`src/rtl/spd_pkg.sv`:
```
`timescale 1ns/1ps
package spd_pkg;
  // fraction scale used for window and dead-zone arithmetic
  localparam int PCT_SCALE    = 100;
  localparam int WINDOW_PCT   = 1;
  localparam int DEADZONE_PCT = 13;

  // rounded duty code below which the power stage delivers no current
  function automatic int floor_code(input int duty_w);
    return (((2 ** duty_w) - 1) * DEADZONE_PCT + PCT_SCALE / 2) / PCT_SCALE;
  endfunction
endpackage

```
`src/rtl/spd_fg_meter.sv`:
```
`timescale 1ns/1ps
module spd_fg_meter #(
  parameter int CNT_W = 16
) (
  input  logic             clk,
  input  logic             rst,
  input  logic             en,
  input  logic             fg_in,
  output logic [CNT_W-1:0] period_q,
  output logic             valid_q,
  output logic             tout_q
);
  localparam logic [CNT_W-1:0] CNT_MAX  = '1;
  localparam logic [CNT_W-1:0] CNT_LAST = CNT_MAX - 1'b1;

  logic [2:0]       sync_q;
  logic [CNT_W-1:0] cnt_q;
  logic             rise;

  always_ff @(posedge clk) begin
    if (rst) sync_q <= '0;
    else     sync_q <= {sync_q[1:0], fg_in};
  end

  assign rise = sync_q[1] & ~sync_q[2];

  always_ff @(posedge clk) begin
    if (rst || !en) begin
      cnt_q    <= '0;
      period_q <= CNT_MAX;
      valid_q  <= 1'b0;
      tout_q   <= 1'b0;
    end else begin
      valid_q <= 1'b0;
      tout_q  <= 1'b0;
      if (rise) begin
        period_q <= cnt_q;
        cnt_q    <= {{(CNT_W-1){1'b0}}, 1'b1};
        valid_q  <= 1'b1;
      end else if (cnt_q == CNT_LAST) begin
        cnt_q    <= CNT_MAX;
        period_q <= CNT_MAX;
        valid_q  <= 1'b1;
        tout_q   <= 1'b1;
      end else if (cnt_q != CNT_MAX) begin
        cnt_q <= cnt_q + 1'b1;
      end
    end
  end

  // the measurement only moves when a new period is reported
  assert_period_hold_R1: assert property (@(posedge clk) disable iff (rst)
    ($past(en) && !valid_q) |-> $stable(period_q));
endmodule

```
`src/rtl/spd_run_qual.sv`:
```
`timescale 1ns/1ps
module spd_run_qual #(
  parameter int CNT_W     = 16,
  parameter int RUN_COUNT = 8,
  parameter int VCM_DELAY = 1000
) (
  input  logic             clk,
  input  logic             rst,
  input  logic             en,
  input  logic             valid,
  input  logic             tout,
  input  logic [CNT_W-1:0] period,
  input  logic [CNT_W-1:0] target,
  output logic             running_q,
  output logic             vcm_q
);
  import spd_pkg::*;
  localparam int RC_W  = $clog2(RUN_COUNT + 1);
  localparam int DL_W  = $clog2(VCM_DELAY + 1);
  localparam int AGE_W = DL_W + 1;
  localparam int WIDE  = CNT_W + 7;

  logic [CNT_W-1:0] diff;
  logic [WIDE-1:0]  scaled_diff;
  logic             in_win;
  logic [RC_W-1:0]  run_cnt_q, run_nxt;
  logic             run_d;
  logic [DL_W-1:0]  dly_q;

  assign diff        = (period >= target) ? (period - target) : (target - period);
  assign scaled_diff = WIDE'(diff) * WIDE'(PCT_SCALE / WINDOW_PCT);
  assign in_win      = scaled_diff <= WIDE'(target);

  always_comb begin
    run_nxt = run_cnt_q;
    run_d   = running_q;
    if (valid) begin
      if (in_win && !tout) begin
        run_nxt = (run_cnt_q == RC_W'(RUN_COUNT)) ? run_cnt_q : run_cnt_q + 1'b1;
        run_d   = (run_nxt == RC_W'(RUN_COUNT));
      end else begin
        run_nxt = '0;
        run_d   = 1'b0;
      end
    end
  end

  always_ff @(posedge clk) begin
    if (rst || !en) begin
      run_cnt_q <= '0;
      running_q <= 1'b0;
      dly_q     <= '0;
      vcm_q     <= 1'b0;
    end else begin
      run_cnt_q <= run_nxt;
      running_q <= run_d;
      if (!run_d) begin
        dly_q <= '0;
        vcm_q <= 1'b0;
      end else if (running_q) begin
        if (dly_q == DL_W'(VCM_DELAY - 1)) vcm_q <= 1'b1;
        else                               dly_q <= dly_q + 1'b1;
      end
    end
  end

  // checker: cycles spent in the running state
  logic [AGE_W-1:0] age_q;
  always_ff @(posedge clk) begin
    if (rst || !running_q)            age_q <= '0;
    else if (age_q != {AGE_W{1'b1}})  age_q <= age_q + 1'b1;
  end

  assert_vcm_needs_run_R5: assert property (@(posedge clk) disable iff (rst)
    vcm_q |-> running_q);
  assert_vcm_after_delay_R5: assert property (@(posedge clk) disable iff (rst)
    $rose(vcm_q) |-> (age_q == AGE_W'(VCM_DELAY)));
  assert_run_from_meas_R3: assert property (@(posedge clk) disable iff (rst)
    $rose(running_q) |-> $past(valid));
  assert_stall_drops_run_R2: assert property (@(posedge clk) disable iff (rst)
    tout |=> !running_q);
endmodule

```
`src/rtl/spd_duty_ctrl.sv`:
```
`timescale 1ns/1ps
module spd_duty_ctrl #(
  parameter int CNT_W      = 16,
  parameter int GAIN_W     = 8,
  parameter int DUTY_W     = 8,
  parameter int KP_SHIFT   = 4,
  parameter int NEAR_SHIFT = 3,
  parameter int FLOOR_DUTY = 33,
  parameter int BASE_DUTY  = 128
) (
  input  logic                     clk,
  input  logic                     rst,
  input  logic                     en,
  input  logic                     valid,
  input  logic                     tout,
  input  logic [CNT_W-1:0]         period,
  input  logic [CNT_W-1:0]         target,
  input  logic signed [GAIN_W-1:0] kp,
  output logic [DUTY_W-1:0]        duty_q
);
  localparam int E_W = CNT_W + 1;
  localparam int P_W = E_W + GAIN_W;
  localparam int S_W = P_W + 2;
  localparam logic [DUTY_W-1:0] FULL_V  = '1;
  localparam logic [DUTY_W-1:0] FLOOR_V = DUTY_W'(FLOOR_DUTY);

  logic signed [E_W-1:0] err;
  logic [CNT_W-1:0]      mag;
  logic                  near;
  logic signed [P_W-1:0] prod;
  logic signed [S_W-1:0] sum_s, floor_s, full_s;
  logic [DUTY_W-1:0]     reg_duty;

  assign err     = $signed({1'b0, period}) - $signed({1'b0, target});
  assign mag     = err[E_W-1] ? CNT_W'(-err) : CNT_W'(err);
  assign near    = mag <= (target >> NEAR_SHIFT);
  assign prod    = P_W'(err) * P_W'(kp);
  assign sum_s   = S_W'(BASE_DUTY) + S_W'(prod >>> KP_SHIFT);
  assign floor_s = S_W'(FLOOR_DUTY);
  assign full_s  = S_W'((2 ** DUTY_W) - 1);

  always_comb begin
    if (sum_s < floor_s)     reg_duty = FLOOR_V;
    else if (sum_s > full_s) reg_duty = FULL_V;
    else                     reg_duty = sum_s[DUTY_W-1:0];
  end

  always_ff @(posedge clk) begin
    if (rst || !en) begin
      duty_q <= FULL_V;
    end else if (valid) begin
      if (tout)       duty_q <= FULL_V;
      else if (!near) duty_q <= err[E_W-1] ? FLOOR_V : FULL_V;
      else            duty_q <= reg_duty;
    end
  end

  assert_stall_full_R2: assert property (@(posedge clk) disable iff (rst)
    tout |=> (duty_q == FULL_V));
  assert_duty_floor_R7: assert property (@(posedge clk) disable iff (rst)
    duty_q >= FLOOR_V);
endmodule

```
`src/rtl/spd_pwm_gen.sv`:
```
`timescale 1ns/1ps
module spd_pwm_gen #(
  parameter int DUTY_W   = 8,
  parameter int PRESCALE = 4
) (
  input  logic              clk,
  input  logic              rst,
  input  logic              en,
  input  logic [DUTY_W-1:0] duty,
  output logic              pwm_q
);
  localparam logic [DUTY_W-1:0] FULL_V = '1;
  localparam logic [DUTY_W-1:0] TOP_V  = FULL_V - 1'b1;
  localparam int PS_W = (PRESCALE > 1) ? $clog2(PRESCALE) : 1;

  logic              tick;
  logic [DUTY_W-1:0] phase_q;

  generate
    if (PRESCALE > 1) begin : g_presc
      logic [PS_W-1:0] ps_q;
      assign tick = (ps_q == PS_W'(PRESCALE - 1));
      always_ff @(posedge clk) begin
        if (rst || tick) ps_q <= '0;
        else             ps_q <= ps_q + 1'b1;
      end
    end else begin : g_direct
      assign tick = 1'b1;
    end
  endgenerate

  always_ff @(posedge clk) begin
    if (rst) begin
      phase_q <= '0;
      pwm_q   <= 1'b0;
    end else begin
      if (tick) phase_q <= (phase_q == TOP_V) ? '0 : phase_q + 1'b1;
      pwm_q <= en && (phase_q < duty);
    end
  end

  assert_off_low_R10: assert property (@(posedge clk) disable iff (rst)
    !en |=> !pwm_q);
  assert_full_high_R6: assert property (@(posedge clk) disable iff (rst)
    (en && duty == FULL_V) |=> pwm_q);
endmodule

```
`src/rtl/spindle_speed_ctrl.sv`:
```
`timescale 1ns/1ps
module spindle_speed_ctrl #(
  parameter int CNT_W      = 16,
  parameter int GAIN_W     = 8,
  parameter int DUTY_W     = 8,
  parameter int PRESCALE   = 4,
  parameter int RUN_COUNT  = 8,
  parameter int VCM_DELAY  = 10_000_000,
  parameter int KP_SHIFT   = 4,
  parameter int NEAR_SHIFT = 3,
  parameter int BASE_DUTY  = 128
) (
  input  logic                     clk,
  input  logic                     rst,
  input  logic                     fg_in,
  input  logic                     spin_en,
  input  logic [CNT_W-1:0]         target_period,
  input  logic signed [GAIN_W-1:0] kp_gain,
  output logic                     pwm_out,
  output logic [CNT_W-1:0]         period_out,
  output logic                     running,
  output logic                     vcm_en
);
  localparam int FLOOR_DUTY = spd_pkg::floor_code(DUTY_W);

  logic              meas_valid, meas_tout;
  logic [DUTY_W-1:0] duty;

  spd_fg_meter #(.CNT_W(CNT_W)) i_meter (
    .clk(clk), .rst(rst), .en(spin_en), .fg_in(fg_in),
    .period_q(period_out), .valid_q(meas_valid), .tout_q(meas_tout)
  );

  spd_run_qual #(.CNT_W(CNT_W), .RUN_COUNT(RUN_COUNT), .VCM_DELAY(VCM_DELAY)) i_qual (
    .clk(clk), .rst(rst), .en(spin_en), .valid(meas_valid), .tout(meas_tout),
    .period(period_out), .target(target_period),
    .running_q(running), .vcm_q(vcm_en)
  );

  spd_duty_ctrl #(
    .CNT_W(CNT_W), .GAIN_W(GAIN_W), .DUTY_W(DUTY_W), .KP_SHIFT(KP_SHIFT),
    .NEAR_SHIFT(NEAR_SHIFT), .FLOOR_DUTY(FLOOR_DUTY), .BASE_DUTY(BASE_DUTY)
  ) i_duty (
    .clk(clk), .rst(rst), .en(spin_en), .valid(meas_valid), .tout(meas_tout),
    .period(period_out), .target(target_period), .kp(kp_gain), .duty_q(duty)
  );

  spd_pwm_gen #(.DUTY_W(DUTY_W), .PRESCALE(PRESCALE)) i_pwm (
    .clk(clk), .rst(rst), .en(spin_en), .duty(duty), .pwm_q(pwm_out)
  );
endmodule

```
`config.mk`:
```
export PLATFORM = sky130hd
export DESIGN_NAME = spindle_speed_ctrl
export DESIGN_NICKNAME = d
export VERILOG_FILES = /design/src/rtl/spd_pkg.sv /design/src/rtl/spd_fg_meter.sv /design/src/rtl/spd_run_qual.sv /design/src/rtl/spd_duty_ctrl.sv /design/src/rtl/spd_pwm_gen.sv /design/src/rtl/spindle_speed_ctrl.sv
export SDC_FILE = /design/constraint.sdc
export NUM_CORES = 1
export LEC_CHECK = 0
export ABC_AREA = 0
export BUFFER_PORTS_ARGS = -buffer_cell sky130_fd_sc_hd__buf_2
export CAP_MARGIN = 5
export CORE_ASPECT_RATIO = 0.9
export CORE_MARGIN = 10
export CORE_UTILIZATION = 45
export CTS_CLUSTER_DIAMETER = 80
export CTS_CLUSTER_SIZE = 25
export DETAILED_ROUTE_END_ITERATION = 7
export PLACE_DENSITY_LB_ADDON = 0.1
export SYNTH_ARGS = -nofsm -noshare
export SYNTH_HDL_FRONTEND = slang
export SYNTH_SLANG_ARGS = --single-unit
```
`constraint.sdc`:
```
create_clock -name clk -period 7.95 [get_ports clk]
set_input_delay 0.795 -clock clk [delete_from_list [all_inputs] [get_ports clk]]
set_output_delay 0.795 -clock clk [all_outputs]
set_load 0.02 [all_outputs]
```
==> metrics.csv <==
metric,value,unit
r2r_end,i_duty.duty_q[4]$_SDFFE_PP1P_,
crit_type,in2reg,
period_share,96.6,%
htree_levels,3,
drtIter0Drc,660,
dr_total_vias,12483,
path_clk_slew,70,ps
drc,0,
start_util,45.9,%
end_kind,flop,
r2r_setup_slack,420,ps
core_area,30000,sq um
final_common_cell,inv_1,
port_buffers,46,
timing.final.ws_setup,273,ps
min-delay-start,i_pwm.g_presc.ps_q[0]$_SDFF_PP0_,
routedWlPerCell,16.5,um
multiInputGateArea,11300,sq um
regArea,1720,sq um
finalNonFillerCells,2315,
whs,429,ps
postCtsHoldBufs,0,
cp_top_family,adder cells,
first_pass_iters,5,
avgViaCountPerCell,5.39,
status,finished clean,
synth_top_family_by_area,adder cells,
holdCritPathClass,reg2reg,
area_growth,19.9,%
synth.avg_cell_area,8.03,sq um
setup_viol,0,
cts_tree,done,
die_w,204,um
worstHoldEndpoint,i_pwm.g_presc.ps_q[0]$_SDFF_PP0_,
num-nets-final,2232,
syn_area,13800,sq um
synth-seq-cells,86,
antennaDiodeCount,0,
cts_made_buffers,9,
antenna_found_initial,0,
dp_worst_setup_slack,-326,ps
root_buffer,clkbuf_16,
worstPathArrival,7950,ps
min_period,7680,ps
synthAdderAreaFrac,33.6,%
worstReg2RegStart,i_meter.period_q[0]$_SDFFE_PP1P_,
maxCapViolCount,0,
clkLatencyLatePin,350,ps
syn_inst,1715,
path_buf_inv,8,
hold_viol,0,
synth_compound_area_share,16.5,%
synth_top_area_share,17.6,%
synth_mux_area_share,0.981,%
synth-seq-area-share,12.5,%
grt_pass1_vias,12206,
finalWeightedCongestion,0.891,
row_count,60,
final_antenna_net_count,0,
cp_max_fo,8,
grt_use_total,20.2,%
slew_viol_final,0,
min_path_cells,1,
dp_hpwl,32200,um
cp.required,8230,ps
synth_edf_count,0,
startpoint_type,input pin,
grt_max_degree,27,
synthFlopType,dfxtp_1,
dpl.cell_count,2291,
ios,47,
relSlewSlack,15.9,%
synth_area_leaders,"fa_1 (18%), ha_1 (16%), dfxtp_1 (12%)",
cts.sinks,86,
yosys_warnings,0,
async_flop_share,0,%
worst-slew-pin-transition,1260,ps
fmax,130,MHz
crit_path_max_incr_delay,560,ps
synth-simple-area-share,21.2,%
drive_gt1_share,18.6,%
yosys.area.top_type,fa_1,
fin_skew,14.3,ps
crit_top_cell,fa_1,
crit_path_top_delay_cell,or4_4,
synth.distinct_cells,83,
ctsLongestPathBuffers,2,
nFillCells,2863,
r2r_cells,31,
die-area,38000,sq um
synth_nets,2040,
synth_xor_area_share,6.55,%
die_h,186,um
routed_wl,38300,um
mostFrequentLayoutCells,"inv_1 (253), buf_4 (192), ha_1 (170), nor2_1 (126), fa_1 (120)",
grt_first_pass_wirelength,62700,um
overflow,0,
kinds of logic after synthesis:
logic type | after synthesis
AOI/OAI and AO/OA | 337
xor gates and xnor gates | 103
adders and majority gates | 297
buffers and inverters | 315
DFF | 86
muxes | 13
and+or+nand+nor | 564
layer usage:
metal,GRT usage (%),share of wire [%]
met5,0,0
met4,4.59,1.9
met3,2.49,3.6
met2,33.1,45
met1,27.7,49
cell usage after synthesis (all sizes together) (11+ instances only):
library cell    n
nor2          128
nand3          38
or3            11
and4           14
ha            176
nand2b         14
nand2         107
nor3           50
a211oi         16
inv           254
fa            121
a21o           28
nand4          29
and2           91
o21ai          84
and3           22
a21oi          89
nor2b          27
dfxtp          86
xnor2          53
xor2           50
clkbuf         51
o21a           17
cell type report:
| class | instances | area share, % |
|---|---|---|
| inverters | 254 | 5.77 |
| repair buffers | 242 | 10.4 |
| clock buffers | 9 | 1.36 |
| well taps | 403 | 3.05 |
| clock inverters | 7 | 0.545 |
| flip-flops and latches | 86 | 10.4 |
| multi-input cells | 1314 | 68.4 |
flip-flops by register name, summed over array words and instances, names as in the netlist, 2 cells and up:
| name | cells |
|---|---|
| i_duty.duty_q | 8 |
| i_meter.cnt_q | 16 |
| i_meter.period_q | 16 |
| i_meter.sync_q | 3 |
| i_pwm.g_presc.ps_q | 2 |
| i_pwm.phase_q | 8 |
| i_qual.dly_q | 24 |
| i_qual.run_cnt_q | 4 |
worst reg2reg max path: cells and delay by family, from the launching register on:
kind,cells,cell delay [ps]
and+or+nand+nor,4,1040
DFF,1,340
adders and majority gates,7,2750
buffers and inverters,8,880
AOI/OAI and AO/OA,10,2220
xor gates and xnor gates,2,250
through the flow:
stage / util (%) / cell area, sq um / setup TNS, ps
3_3_place_gp: 52.3 / 15700 / -2630
4_1_cts: 53.4 / 16000 / 0
3_5_place_dp: 52.3 / 15700 / -5180
6_report: 55.0 / 16500 / 0
5_1_grt: 55.0 / 16500 / -6.39
2_1_floorplan: - / 13800 / -315
worst max-delay path by stage:
stage | cells past startpoint | endpoint | from
finish | 31 | i_duty.duty_q[4]$_SDFFE_PP1P_ | target_period[0]
global route | 38 | i_qual.dly_q[0]$_SDFFE_PP0P_ | target_period[0]
detailed placement | 28 | i_duty.duty_q[4]$_SDFFE_PP1P_ | target_period[0]
CTS | 28 | i_duty.duty_q[4]$_SDFFE_PP1P_ | target_period[0]
floorplan | 33 | i_qual.dly_q[10]$_SDFFE_PP0P_ | target_period[0]
global placement | 30 | i_duty.duty_q[3]$_SDFFE_PP1P_ | target_period[1]
timing repair:
item                                    in CTS  in global routing
setup buffers                                0                  8
gates resized for setup                      0                 93
endpoints found under the setup margin       0                 38
Power is not shown: default switching activity piles up to over one toggle a cycle in this logic, so the estimate is an artifact.
